<file path="config.mk">
export PLATFORM = sky130hd
export DESIGN_NAME = adc_seq_top
export DESIGN_NICKNAME = d
export VERILOG_FILES = /design/src/rtl/adc_seq_pkg.sv /design/src/rtl/adc_seq_clkdiv.sv /design/src/rtl/adc_seq_ctrl.sv /design/src/rtl/adc_seq_fmt.sv /design/src/rtl/adc_seq_top.sv
export SDC_FILE = /design/constraint.sdc
export NUM_CORES = 1
export LEC_CHECK = 0
export BUFFER_PORTS_ARGS = -buffer_cell sky130_fd_sc_hd__buf_2
export CAP_MARGIN = 20
export CORE_UTILIZATION = 53
export CTS_CLUSTER_SIZE = 10
export DETAILED_ROUTE_END_ITERATION = 7
export HOLD_SLACK_MARGIN = 0.12
export PLACE_DENSITY = 0.8
export SYNTH_ARGS = -nofsm -noshare
export SYNTH_HDL_FRONTEND = slang
export SYNTH_SLANG_ARGS = --single-unit
export TNS_END_PERCENT = 10
</file>
<file path="constraint.sdc">
create_clock -name clk -period 2.9 [get_ports clk]
set_clock_uncertainty 0.15 [all_clocks]
set_input_delay 0.58 -clock clk [delete_from_list [all_inputs] [get_ports clk]]
set_output_delay 0.58 -clock clk [all_outputs]
set_load 0.05 [all_outputs]
</file>
<file path="src/rtl/adc_seq_pkg.sv">
package adc_seq_pkg;

    // control register geometry; field positions are decoded by software
    localparam int CTL_W     = 16;
    localparam logic [CTL_W-1:0] CTL_RESET = 16'h0600;
    localparam int MODE_LSB  = 0;
    localparam int MODE_W    = 2;
    localparam int CHAN_LSB  = 4;
    localparam int CHAN_W    = 4;
    localparam int ASEL_LSB  = 9;
    localparam int ASEL_W    = 2;
    localparam int DSEL_LSB  = 13;
    localparam int DSEL_W    = 3;

    typedef enum logic [MODE_W-1:0] {
        MODE_SINGLE = 2'b00,
        MODE_PSEUDO = 2'b01,
        MODE_DIFF   = 2'b10,
        MODE_SPARE  = 2'b11
    } adc_mode_e;

endpackage

</file>
<file path="src/rtl/adc_seq_clkdiv.sv">
module adc_seq_clkdiv #(
    parameter int DIV_W = 9
) (
    input  logic             clk,
    input  logic             rst_n,
    input  logic             run,
    input  logic [DIV_W-1:0] div_val,
    output logic             tick
);

    typedef struct packed {
        logic [DIV_W-1:0] cnt;
    } div_state_t;

    div_state_t st_d, st_q;
    logic       wrap;

    always_comb begin
        st_d = st_q;
        wrap = (st_q.cnt == div_val - DIV_W'(1));
        tick = run && wrap;
        if (!run || wrap) begin
            st_d.cnt = '0;
        end else begin
            st_d.cnt = st_q.cnt + DIV_W'(1);
        end
    end

    always_ff @(posedge clk) begin
        if (!rst_n) begin
            st_q <= '0;
        end else begin
            st_q <= st_d;
        end
    end

endmodule

</file>
<file path="src/rtl/adc_seq_ctrl.sv">
module adc_seq_ctrl #(
    parameter int TICK_W = 6
) (
    input  logic              clk,
    input  logic              rst_n,
    input  logic              start,
    input  logic              rd,
    input  logic              tick,
    input  logic [TICK_W-1:0] total,
    output logic              launch,
    output logic              finish,
    output logic              busy,
    output logic              done,
    output logic              irq
);

    typedef struct packed {
        logic              busy;
        logic              done;
        logic              irq;
        logic [TICK_W-1:0] cnt;
    } ctrl_state_t;

    ctrl_state_t st_d, st_q;

    always_comb begin
        st_d   = st_q;
        launch = start && !st_q.busy;
        finish = st_q.busy && tick && (st_q.cnt == total - TICK_W'(1));
        if (launch) begin
            st_d.busy = 1'b1;
            st_d.cnt  = '0;
            st_d.done = 1'b0;
            st_d.irq  = 1'b0;
        end else if (st_q.busy) begin
            if (finish) begin
                st_d.busy = 1'b0;
                st_d.cnt  = '0;
                st_d.done = 1'b1;
                st_d.irq  = 1'b1;
            end else if (tick) begin
                st_d.cnt = st_q.cnt + TICK_W'(1);
            end
        end else if (rd) begin
            st_d.done = 1'b0;
            st_d.irq  = 1'b0;
        end
    end

    always_ff @(posedge clk) begin
        if (!rst_n) begin
            st_q <= '0;
        end else begin
            st_q <= st_d;
        end
    end

    assign busy = st_q.busy;
    assign done = st_q.done;
    assign irq  = st_q.irq;

endmodule

</file>
<file path="src/rtl/adc_seq_fmt.sv">
module adc_seq_fmt #(
    parameter int RES_W   = 12,
    parameter int DATA_W  = 32,
    parameter int RES_LSB = 16
) (
    input  logic              clk,
    input  logic              rst_n,
    input  logic              load,
    input  logic              diff,
    input  logic [RES_W-1:0]  code,
    output logic [DATA_W-1:0] data
);

    localparam int SIGN_LSB = RES_LSB + RES_W;

    typedef struct packed {
        logic [DATA_W-1:0] word;
    } fmt_state_t;

    fmt_state_t        st_d, st_q;
    logic [DATA_W-1:0] coded;

    always_comb begin
        coded = '0;
        coded[RES_LSB +: RES_W] = code;
        for (int i = SIGN_LSB; i < DATA_W; i++) begin
            coded[i] = diff & code[RES_W-1];
        end
        st_d = st_q;
        if (load) begin
            st_d.word = coded;
        end
    end

    always_ff @(posedge clk) begin
        if (!rst_n) begin
            st_q <= '0;
        end else begin
            st_q <= st_d;
        end
    end

    assign data = st_q.word;

endmodule

</file>
<file path="src/rtl/adc_seq_top.sv">
module adc_seq_top
    import adc_seq_pkg::*;
#(
    parameter int RES_W      = 12,
    parameter int DATA_W     = 32,
    parameter int RES_LSB    = 16,
    parameter int EXTRA_CLKS = 19,
    parameter int TEMP_CH    = 15,
    parameter int TEMP_ACQ   = 16,
    parameter int TEMP_DIV   = 32
) (
    input  logic              clk,
    input  logic              rst_n,
    input  logic              ctl_we,
    input  logic [CTL_W-1:0]  ctl_wdata,
    output logic [CTL_W-1:0]  ctl_rdata,
    input  logic              start,
    input  logic              dat_rd,
    input  logic [RES_W-1:0]  raw_code,
    output logic              busy,
    output logic              done,
    output logic              irq,
    output logic              adc_tick,
    output logic [DATA_W-1:0] adc_data
);

    localparam int MAX_ACQ = 1 << ((1 << ASEL_W) - 1);
    localparam int ACQ_TOP = (MAX_ACQ > TEMP_ACQ) ? MAX_ACQ : TEMP_ACQ;
    localparam int TICK_W  = $clog2(ACQ_TOP + EXTRA_CLKS + 1);
    localparam int MAX_DIV = 2 << ((1 << DSEL_W) - 1);
    localparam int DIV_TOP = (MAX_DIV > TEMP_DIV) ? MAX_DIV : TEMP_DIV;
    localparam int DIV_W   = $clog2(DIV_TOP + 1);

    typedef struct packed {
        logic [CTL_W-1:0]  ctl;
        logic [TICK_W-1:0] total;
        logic [DIV_W-1:0]  div;
        logic              diff;
    } top_state_t;

    top_state_t        st_d, st_q;
    logic              launch;
    logic              finish;
    logic              tick;
    logic [CHAN_W-1:0] chan;
    logic [ASEL_W-1:0] asel;
    logic [DSEL_W-1:0] dsel;
    adc_mode_e         mode;
    logic [TICK_W-1:0] acq_len;
    logic [DIV_W-1:0]  div_len;

    always_comb begin
        chan = st_q.ctl[CHAN_LSB +: CHAN_W];
        asel = st_q.ctl[ASEL_LSB +: ASEL_W];
        dsel = st_q.ctl[DSEL_LSB +: DSEL_W];
        mode = adc_mode_e'(st_q.ctl[MODE_LSB +: MODE_W]);
        if (chan == CHAN_W'(TEMP_CH)) begin
            acq_len = TICK_W'(TEMP_ACQ);
            div_len = DIV_W'(TEMP_DIV);
        end else begin
            acq_len = TICK_W'(1) << asel;
            div_len = DIV_W'(2) << dsel;
        end
        st_d = st_q;
        if (ctl_we) begin
            st_d.ctl = ctl_wdata;
        end
        if (launch) begin
            st_d.total = acq_len + TICK_W'(EXTRA_CLKS);
            st_d.div   = div_len;
            st_d.diff  = (mode == MODE_DIFF);
        end
    end

    always_ff @(posedge clk) begin
        if (!rst_n) begin
            st_q.ctl   <= CTL_RESET;
            st_q.total <= TICK_W'(EXTRA_CLKS + 8);
            st_q.div   <= DIV_W'(2);
            st_q.diff  <= 1'b0;
        end else begin
            st_q <= st_d;
        end
    end

    adc_seq_clkdiv #(
        .DIV_W (DIV_W)
    ) u_clkdiv (
        .clk     (clk),
        .rst_n   (rst_n),
        .run     (busy),
        .div_val (st_q.div),
        .tick    (tick)
    );

    adc_seq_ctrl #(
        .TICK_W (TICK_W)
    ) u_ctrl (
        .clk    (clk),
        .rst_n  (rst_n),
        .start  (start),
        .rd     (dat_rd),
        .tick   (tick),
        .total  (st_q.total),
        .launch (launch),
        .finish (finish),
        .busy   (busy),
        .done   (done),
        .irq    (irq)
    );

    adc_seq_fmt #(
        .RES_W   (RES_W),
        .DATA_W  (DATA_W),
        .RES_LSB (RES_LSB)
    ) u_fmt (
        .clk   (clk),
        .rst_n (rst_n),
        .load  (finish),
        .diff  (st_q.diff),
        .code  (raw_code),
        .data  (adc_data)
    );

    assign ctl_rdata = st_q.ctl;
    assign adc_tick  = tick;

endmodule

</file>
==> out/metrics.yaml, run 1 <==
status: "completed"
slew_violations: 0
synth_edf_count: 0
grt_pass1_vias: 2425
start_util: 0.564
power.density_nw_per_um2: 531
ctsHtreeMaxLevel: 3
cp-start-kind: "flop"
yosys_warnings: 0
die-area_um2: 6320
worst_pin_slew_ps: 511
final_layout_size_suffix_gt1_frac: 0.249
wl_per_cell_um: 13.9
wirelength_met1_mm: 3.02
syn_inst: 371
first_pass_iters: 4
vias: 2746
final_util: 0.643
fin_tns_setup_ps: 0
cellLeakagePower_nw: 1.57
slowest_delay_ps: 370
rows: 27
drt_iter0_drc: 112
dr_wl_met2_mm: 3.27
area_growth_pct: 14.0
cpMostUsedCell: "inv_1"
cts_tree: "yes"
synthesis.area_um2: 3180
clk_latency_ps: 340
ys_seq_area_frac: 0.383
fin_crit_sh: 0.970
grt_util_all_layers: 0.229
slew_headroom: 0.656
path_cells: "inv_1 -> ha_4 -> and2_4 -> o21a_1 -> o31ai_4 -> o2111ai_2 -> inv_1 -> buf_6"
postRouteAntennaNets: 0
top_layer_used: "met4"
cp_top_family: "compound AO/OA/AOI/OAI gates"
path_class: "flop to primary output"
crit_arrival_ps: 2080
cap_violations: 0
syn_area_per_cell_um2: 8.58
finalSetupViolCount: 0
antenna_found_initial: 0
io_pins: 85
synth_ff_type: "dfxtp_1"
clockRootBuffer: "clkbuf_8"
route.detailed.drc: 0
detailed_place_hpwl_mm: 4.79
crit_fanout: 5
layout.nets: 455
grt_start_max_net_pins: 22
core_um2: 5640
end_kind: "primary output"
hold_path_class: "input port to flop"
n_antenna_cell: 0
fp.dieW_um: 79.5
async_flop_share: 0
grt-ovfl-total: 0
clkTransAtPathRegs_ps: 70
fmax_mhz: 356
cp_slowest_cell: "dfxtp_4"
routed_wl_mm: 6.88
hold_buffers: 0
fin_crit_ps: 2810
cp.required_ps: 2170
cts-buffers-inserted: 9
die_y_um: 79.5
ir_worst_vdd_v: 0.000396
grt_pass1_wl_mm: 11.3
io_buffer_count: 68
routabilityCongestion: 0.901
vias_per_cell: 5.56
ys_types: 49
hold_violations: 0
cts_sinks: 61
final_cell_mix: "buf_2 (67), dfxtp_1 (57), nor2_1 (39)"
path_buf_inv: 3
ys_seq_elements: 61
final_common_cell: "buf_2"
cts_buffer_depth: 2
routed-wl-met3_um: 423
==> path summary, 6_finish.rpt <==
kind                                      from             end  slack, ps  cells after the start
worst max register to register         st_q[3]  u_ctrl.st_q[2]        350                      9
worst min register to register  u_fmt.data[25]  u_fmt.data[25]        320                      2
worst max-delay path                   st_q[3]        adc_tick         90                      8
worst min-delay path              ctl_wdata[9]    ctl_rdata[9]        300                      3
==> logic make-up (layout without fill, tap and decap cells) <==
kind of cell,after synthesis,count (layout),synth area share
xor+xnor,21,21,0.0578
mux,16,16,0.0503
simple gates,119,119,0.191
flops,61,61,0.383
compound gates,80,80,0.171
buf+inv,68,104,0.126
other cells,1,16,0.00118
fa+ha+maj,5,5,0.0196
==> tightest hold or removal path, cell delays in order <==
cell and delay (ps):
buf_2 70, mux2i_1 50, nand2_1 50
==> report_power, final <==
group / internal, mW / switching (mW)
logic: 0.0883 / 0.211
registers: 0.859 / 0.0268
clock network: 0.418 / 0.323
==> layer usage <==
metal | vias to the layer above | global-route usage
met5 | - | 0
met4 | 0 | 0.0764
met3 | 14 | 0.0720
met2 | 108 | 0.373
met1 | 1269 | 0.285
li1 | 1355 | -
==> sequential cells by signal, summed over array words and instances, names as in the netlist <==
| register | cells |
|---|---|
| u_ctrl.st_q | 6 |
| u_ctrl.irq | 1 |
| st_q | 15 |
| u_fmt.data | 13 |
| u_clkdiv.st_q | 9 |
| ctl_rdata | 16 |
| u_ctrl.busy | 1 |
==> metrics by stage <==
step                hold slack, ps  total power [mW]  instance area (um^2)  worst slack (ps)  cells
detailed placement             309              1.19                  3370               165    477
CTS                            293              1.93                  3590              15.4    493
finish                         302              1.93                  3630              88.0    494
global route                   306              2.00                  3630             -5.02    494
floorplan                      282              1.15                  3240              11.9    386
global placement               302              1.19                  3370               208    477
==> cell usage after synthesis, types with 2 or more instances <==
master    number  area share
nand2_1       19       0.022
o21ai_0        9       0.014
o211ai_1       2      0.0047
mux2i_1       16       0.050
xnor2_1        7       0.019
xor2_1        14       0.039
nand3b_1       2      0.0047
or4_1          4      0.0094
a32o_1         2      0.0063
nand2b_1       4      0.0079
o31ai_1       19       0.045
a211o_1        2      0.0055
ha_1           5       0.020
a21oi_1       30       0.047
buf_4         36       0.085
inv_1         11       0.013
nor3_1         5      0.0079
buf_2          3      0.0047
and2_1         2      0.0039
nor2b_1        3      0.0059
a22o_1         3      0.0083
nand3_1       12       0.019
nand4_1       16       0.031
dfxtp_1       61        0.38
or3_1          2      0.0039
clkbuf_1      16       0.019
and3_1         2      0.0039
o21a_1         2      0.0047
nor4_1         2      0.0039
a211oi_1       2      0.0047
nor2_1        39       0.046
or3b_1         2      0.0055
==> repair_timing <==
item | CTS | global route
gates resized for setup | 7 | 10
setup endpoints to repair | 1 | 1
pin swaps | 2 | 7
setup buffers | 0 | 1
==> cell type report <==
class | count | area [um^2]
Inverter | 12 | 45.0
Timing Repair Buffer | 76 | 407
Tap cell | 72 | 90.1
Multi-Input combinational cell | 257 | 1660
Fill cell | 492 | 2010
Sequential cell | 61 | 1230
Clock buffer | 12 | 145
Clock inverter | 4 | 47.5
No activity file was read; power rests on OpenSTA's default activity.
==> inputs of run 2 (changes only) <==
- CORE_UTILIZATION: 53 -> 35
- PLACE_DENSITY: 0.8 -> unset
- SETUP_SLACK_MARGIN: unset -> 0.5
- clock period: 2.9 -> 2.4 ns (I/O delays scaled with it)
==> run 2 against run 1 <==
  * Sequential power grew 21%
  * The run now ends with negative setup slack left
  * Die area grew 50%
  * Non-clock buffer count grew 26
  * Highest routed layer unchanged
  * Total power grew 21%
  * Register-to-register slack lost 320 ps
  * Clock power grew 13%
==> out/metrics.yaml, run 2 (same netlist as run 1, synthesis figures left out) <==
die_y_um: 97.4  # +22%
cts_buffer_depth: 2  # unchanged
routed_wl_mm: 7.51  # +9.3%
io_pins: 85  # unchanged
n_antenna_cell: 0  # unchanged
hp-start: "ctl_wdata[9]"
power.density_nw_per_um2: 568  # +7.0%
slew_headroom: 0.660  # +0.00350
largest_reg_flops: 16  # unchanged
final_cells: 555  # +12%
wl_per_cell_um: 13.5  # -2.7%
grt_util_all_layers: 0.161  # -0.0687
ctsHtreeMaxLevel: 3  # unchanged
placedCellCount: 537  # +13%
violations: "negative setup slack"
ir_worst_vdd_v: 0.000386  # -2.5%
final_cell_mix: "buf_2 (68), dfxtp_1 (56), nor2_1 (34)"
final_layout_size_suffix_gt1_frac: 0.383  # +0.134
clkTransAtPathRegs_ps: 60  # about the same
wirelength_met1_mm: 3.41  # +13%
routabilityCongestion: 0.818  # -9.2%
cap_violations: 0  # unchanged
finalSetupViolCount: 1  # +1
cts_tree: "yes"
crit_fanout: 3  # -2
first_pass_iters: 4  # unchanged
fin_tns_setup_ps: -299  # -299 ps
hold_violations: 0  # unchanged
holdPathEnd: "ctl_rdata[9]"
postRouteAntennaNets: 0  # unchanged
fp.dieW_um: 97.4  # +22%
min_path_cells: 3  # unchanged
vias: 2824  # +2.8%
grt_pass1_wl_mm: 12.2  # +8.1%
antenna_found_initial: 0  # unchanged
worst_r2r_path_depth: 9  # unchanged
top_layer_used: "met4"
hold_path_class: "input port to flop"
final_util: 0.467  # -0.177
area_growth_pct: 28.4
clockRootBuffer: "clkbuf_8"
cp.required_ps: 1770  # -400 ps
routed-wl-met3_um: 407  # -3.8%
grt_pass1_vias: 2625  # +8.2%
rrSetupSlack_ps: 30  # -320 ps
worst_r2r_endpoint: "u_ctrl.st_q[2]"
status: "finished with violations"
crit_arrival_ps: 2070  # about the same
drt_iter0_drc: 57  # -49%
final_common_cell: "buf_2"
worst_pin_slew_ps: 505  # -5.54 ps
fmax_mhz: 371
rows: 34  # +26%
slew_violations: 0  # unchanged
vias_per_cell: 5.09  # -8.5%
start_util: 0.363  # -0.201
grt_start_max_net_pins: 19  # -14%
route.detailed.drc: 0  # unchanged
rsz0062_at_grt: "true"
path_class: "flop to primary output"
end_kind: "primary output"
io_buffer_count: 68  # unchanged
detailed_place_hpwl_mm: 5.24  # +9.3%
cts-buffers-inserted: 9  # unchanged
finalWorstSetupSlack_ps: -299  # -387 ps
clk_latency_ps: 340  # about the same
fin_crit_ps: 2700
grt-ovfl-total: 0  # unchanged
hold_buffers: 0  # unchanged
cp-start-kind: "flop"
core_um2: 8760  # +55%
layout.nets: 481  # +5.7%
dr_wl_met2_mm: 3.61  # +10%
timing.rr.start: "st_q[2]"
die-area_um2: 9480  # +50%
fin_crit_sh: 1.12
cts_sinks: 61  # unchanged
cellLeakagePower_nw: 1.72  # +9.3%
run 2: layer usage:
layer  vias to the layer above  GRT usage
met1                      1322      0.197
met5                         -          0
li1                       1405          -
met3                         9     0.0417
met4                         0     0.0588
met2                        88      0.269
run 2: power by group:
group / internal, mW / switching (mW) / leakage [nW]
sequential: 1.04 / 0.0318 / 0.496
combinational: 0.138 / 0.277 / 1.13
clock: 0.453 / 0.382 / 0.0926
run 2: how the worst max path moves through the flow:
stage / start / endpoint / slack (ps) / depth (start not counted)
after global routing: st_q[5] / adc_tick / -370 / 6
after detailed placement: st_q[2] / u_ctrl.st_q[4] / -140 / 9
after CTS: st_q[4] / adc_tick / -310 / 6
final: st_q[5] / adc_tick / -300 / 6
after global placement: st_q[2] / u_ctrl.st_q[4] / -70 / 9
after floorplan: st_q[4] / adc_tick / -80 / 7
run 2: repair_timing:
action | CTS | global route
endpoints found under the setup margin | 31 | 33
setup buffers | 3 | 0
resized for setup | 35 | 28
endpoints found under the hold margin | 0 | 0
pin swaps | 35 | 9
run 2: layout make-up:
type / instances / area, um^2
Multi-Input combinational cell: 257 / 1860
Clock buffer: 14 / 173
Timing Repair Buffer: 102 / 634
Inverter: 12 / 51.3
Fill cell: 847 / 4670
Tap cell: 108 / 135
Sequential cell: 61 / 1230
Clock inverter: 1 / 5.00
run 2: metrics by stage:
| step | setup slack [ps] | power [mW] | instance area, um^2 | hold WS [ps] |
|---|---|---|---|---|
| 2_1_floorplan | -77.5 | 1.41 | 3300 | 282 |
| 3_3_place_gp | -72.7 | 1.47 | 3650 | 301 |
| 3_5_place_dp | -145 | 1.47 | 3650 | 316 |
| 4_1_cts | -312 | 2.33 | 3970 | 192 |
| 5_1_grt | -375 | 2.43 | 4090 | 212 |
| 6_report | -299 | 2.32 | 4090 | 207 |
run 2: worst max-delay path: stages (launching register included):
cell and delay [ps]:
dfxtp_2 330, or4_4 540, o211ai_1 210, a21oi_2 110
o2111ai_4 250, clkinvlp_4 130, buf_6 160
==> inputs of run 3 (changes only) <==
- PLACE_DENSITY: unset -> 0.65
==> run 3 against run 2 <==
  * The flow still finishes with violations (negative setup slack)
  * Final cell count is 0.18% higher
  * Register-to-register slack worse by 170 ps
  * Total power is 7.9% higher
  * Critical path depth stayed put
  * Design area is 2.4% lower
  * Sequential power hardly changed
  * Count of clock-buffer cells in the layout is 2 lower
  * Largest power group unchanged
  * Hold slack better by 12 ps
  * Global-route usage is 0.14 points higher
  * Fmax is 0.35% lower
==> out/metrics.yaml, run 3 (same netlist as run 1, synthesis figures left out) <==
grt_pass1_vias: 2680  # +2.1%
final_cells: 556  # +0.18%
cts_sinks: 61  # unchanged
path_class: "flop to primary output"
largest_reg_flops: 16  # unchanged
n_antenna_cell: 0  # unchanged
cts_tree: "yes"
die_y_um: 97.4  # unchanged
cp-start-kind: "flop"
clockRootBuffer: "clkbuf_8"
grt-ovfl-total: 0  # unchanged
routed_wl_mm: 7.42  # -1.3%
total_power_mw: 2.51  # +7.9%
hold_path_class: "input port to flop"
power.density_nw_per_um2: 628  # +10%
final_cell_mix: "buf_2 (67), dfxtp_1 (58), nor2_1 (38)"
dpl-instance-area_um2: 3650  # unchanged
slowest_delay_ps: 560  # +20 ps
detailed_place_hpwl_mm: 5.39  # +2.9%
die-area_um2: 9480  # unchanged
fp.dieW_um: 97.4  # unchanged
cts_buffer_depth: 2  # unchanged
fin_crit_sh: 1.13  # +0.00391
grt_pass1_wl_mm: 12.5  # +2.3%
final_layout_size_suffix_gt1_frac: 0.330  # -0.0522
ir_worst_vdd_v: 0.000456  # +18%
holdPathEnd: "ctl_rdata[10]"
start_util: 0.363  # unchanged
grt_start_max_net_pins: 19  # unchanged
core_um2: 8760  # unchanged
crit_fanout: 2  # -1
antenna_found_initial: 0  # unchanged
crit_arrival_ps: 2080  # about the same
fmax_mhz: 369  # -0.35%
final_common_cell: "buf_2"
clkTransAtPathRegs_ps: 70  # about the same
fin_crit_ps: 2710  # +9.38 ps
hp-start: "ctl_wdata[10]"
rrSetupSlack_ps: -140  # -170 ps
first_pass_iters: 4  # unchanged
comb_power_share: 0.156  # -0.023
end_kind: "primary output"
clk_latency_ps: 340  # about the same
finalInstanceArea_um2: 3990  # -2.4%
switching_share: 0.278  # -0.0190
status: "finished with violations"
ctsHtreeMaxLevel: 3  # unchanged
rsz0062_at_grt: "true"
finalWorstSetupSlack_ps: -308  # -9.38 ps
cap_violations: 0  # unchanged
slew_violations: 0  # unchanged
io_pins: 85  # unchanged
layout.nets: 481  # unchanged
timing.rr.start: "st_q[4]"
rows: 34  # unchanged
power_frac_clock: 0.416  # +0.057
p_int_mw: 1.81  # +11%
io_buffer_count: 68  # unchanged
vias: 2811  # -0.46%
final_util: 0.456  # -0.0110
holdWs_ps: 219  # +12.3 ps
path_cells: "or4_4 -> o211ai_1 -> a21oi_2 -> o2111ai_2 -> clkinvlp_4 -> buf_6"
cts-buffers-inserted: 9  # unchanged
worst_r2r_path_depth: 7  # -2
p_seq_frac: 0.428  # -0.034
slew_headroom: 0.645  # -0.0147
drt_iter0_drc: 108  # +89%
area_growth_pct: 25.4
wl_per_cell_um: 13.3  # -1.5%
cp-startpoint: "st_q[4]"
route.detailed.drc: 0  # unchanged
hold_violations: 0  # unchanged
grt_util_all_layers: 0.162  # +0.00145
vias_per_cell: 5.06  # -0.64%
cp.required_ps: 1770  # about the same
cellLeakagePower_nw: 1.73  # +0.78%
switchingPower_mw: 0.697  # +0.99%
routabilityCongestion: 0.858  # +5.0%
worst_r2r_endpoint: "u_ctrl.st_q[4]"
min_path_cells: 3  # unchanged
finalSetupViolCount: 7  # +6
placedCellCount: 537  # unchanged
postRouteAntennaNets: 0  # unchanged
cp_slowest_cell: "or4_4"
violations: "negative setup slack"
worst_pin_slew_ps: 527  # +21.9 ps
-- run 3: cell count changes in the layout (fill, tap and decap cells not counted), sizes merged --
cell,delta
buf,-1
clkbuf,-1
bufinv,+2
clkinv,+1
-- run 3: metal layers --
metal | wire length [um] | vias to the layer above | global-route usage
met4 | 68 | 0 | 0.0577
met2 | 3450 | 86 | 0.268
met5 | 0 | - | 0
met3 | 332 | 6 | 0.0424
met1 | 3570 | 1311 | 0.202
li1 | - | 1408 | -
-- run 3: cell type report --
cell class	instances	area, um^2
repair buffers	102	639
inverters	12	51.3
multi-input cells	257	1720
well taps	108	135
flip-flops and latches	61	1230
clock inverters	4	70.1
fillers	867	4770
clock buffers	12	155
-- run 3: power groups by stage --
stage          logic [mW]  registers (mW)  clock network, mW
2_1_floorplan       0.314            1.09                  0
3_3_place_gp        0.376            1.09                  0
3_5_place_dp        0.379            1.09                  0
4_1_cts             0.385            1.07               1.07
5_1_grt             0.424            1.08               1.11
6_report            0.392            1.07               1.04
-- run 3: stage by stage --
stage	setup slack [ps]	TNS [ps]
after detailed placement	-148	-437
after global routing	-392	-1400
final	-308	-696
after floorplan	-77.5	-77.5
after global placement	-42.6	-121
after CTS	-331	-643
-- run 3: worst max-delay path by stage --
stage / endpoint / slack [ps] / cells after the start
global placement: u_ctrl.st_q[2] / -40 / 9
global route: adc_tick / -390 / 6
finish: adc_tick / -310 / 6
floorplan: adc_tick / -80 / 7
CTS: adc_tick / -330 / 6
detailed placement: u_ctrl.st_q[4] / -150 / 9
-- run 3: timing repair --
| item | in CTS | in global routing |
|---|---|---|
| gates cloned | 0 | 1 |
| endpoints found under the setup margin | 31 | 32 |
| setup buffers | 1 | 1 |
| hold buffers | 0 | 0 |
| gates resized for setup | 14 | 13 |
| pin swaps | 7 | 8 |
-- run 3: worst max-delay path: cells and delay by family (launching register included) --
kind                   cells  cell delay, ps
flip-flops                 1             310
buffers and inverters      2             310
AND/OR/NAND/NOR            1             560
AO/OA/AOI/OAI              3             550
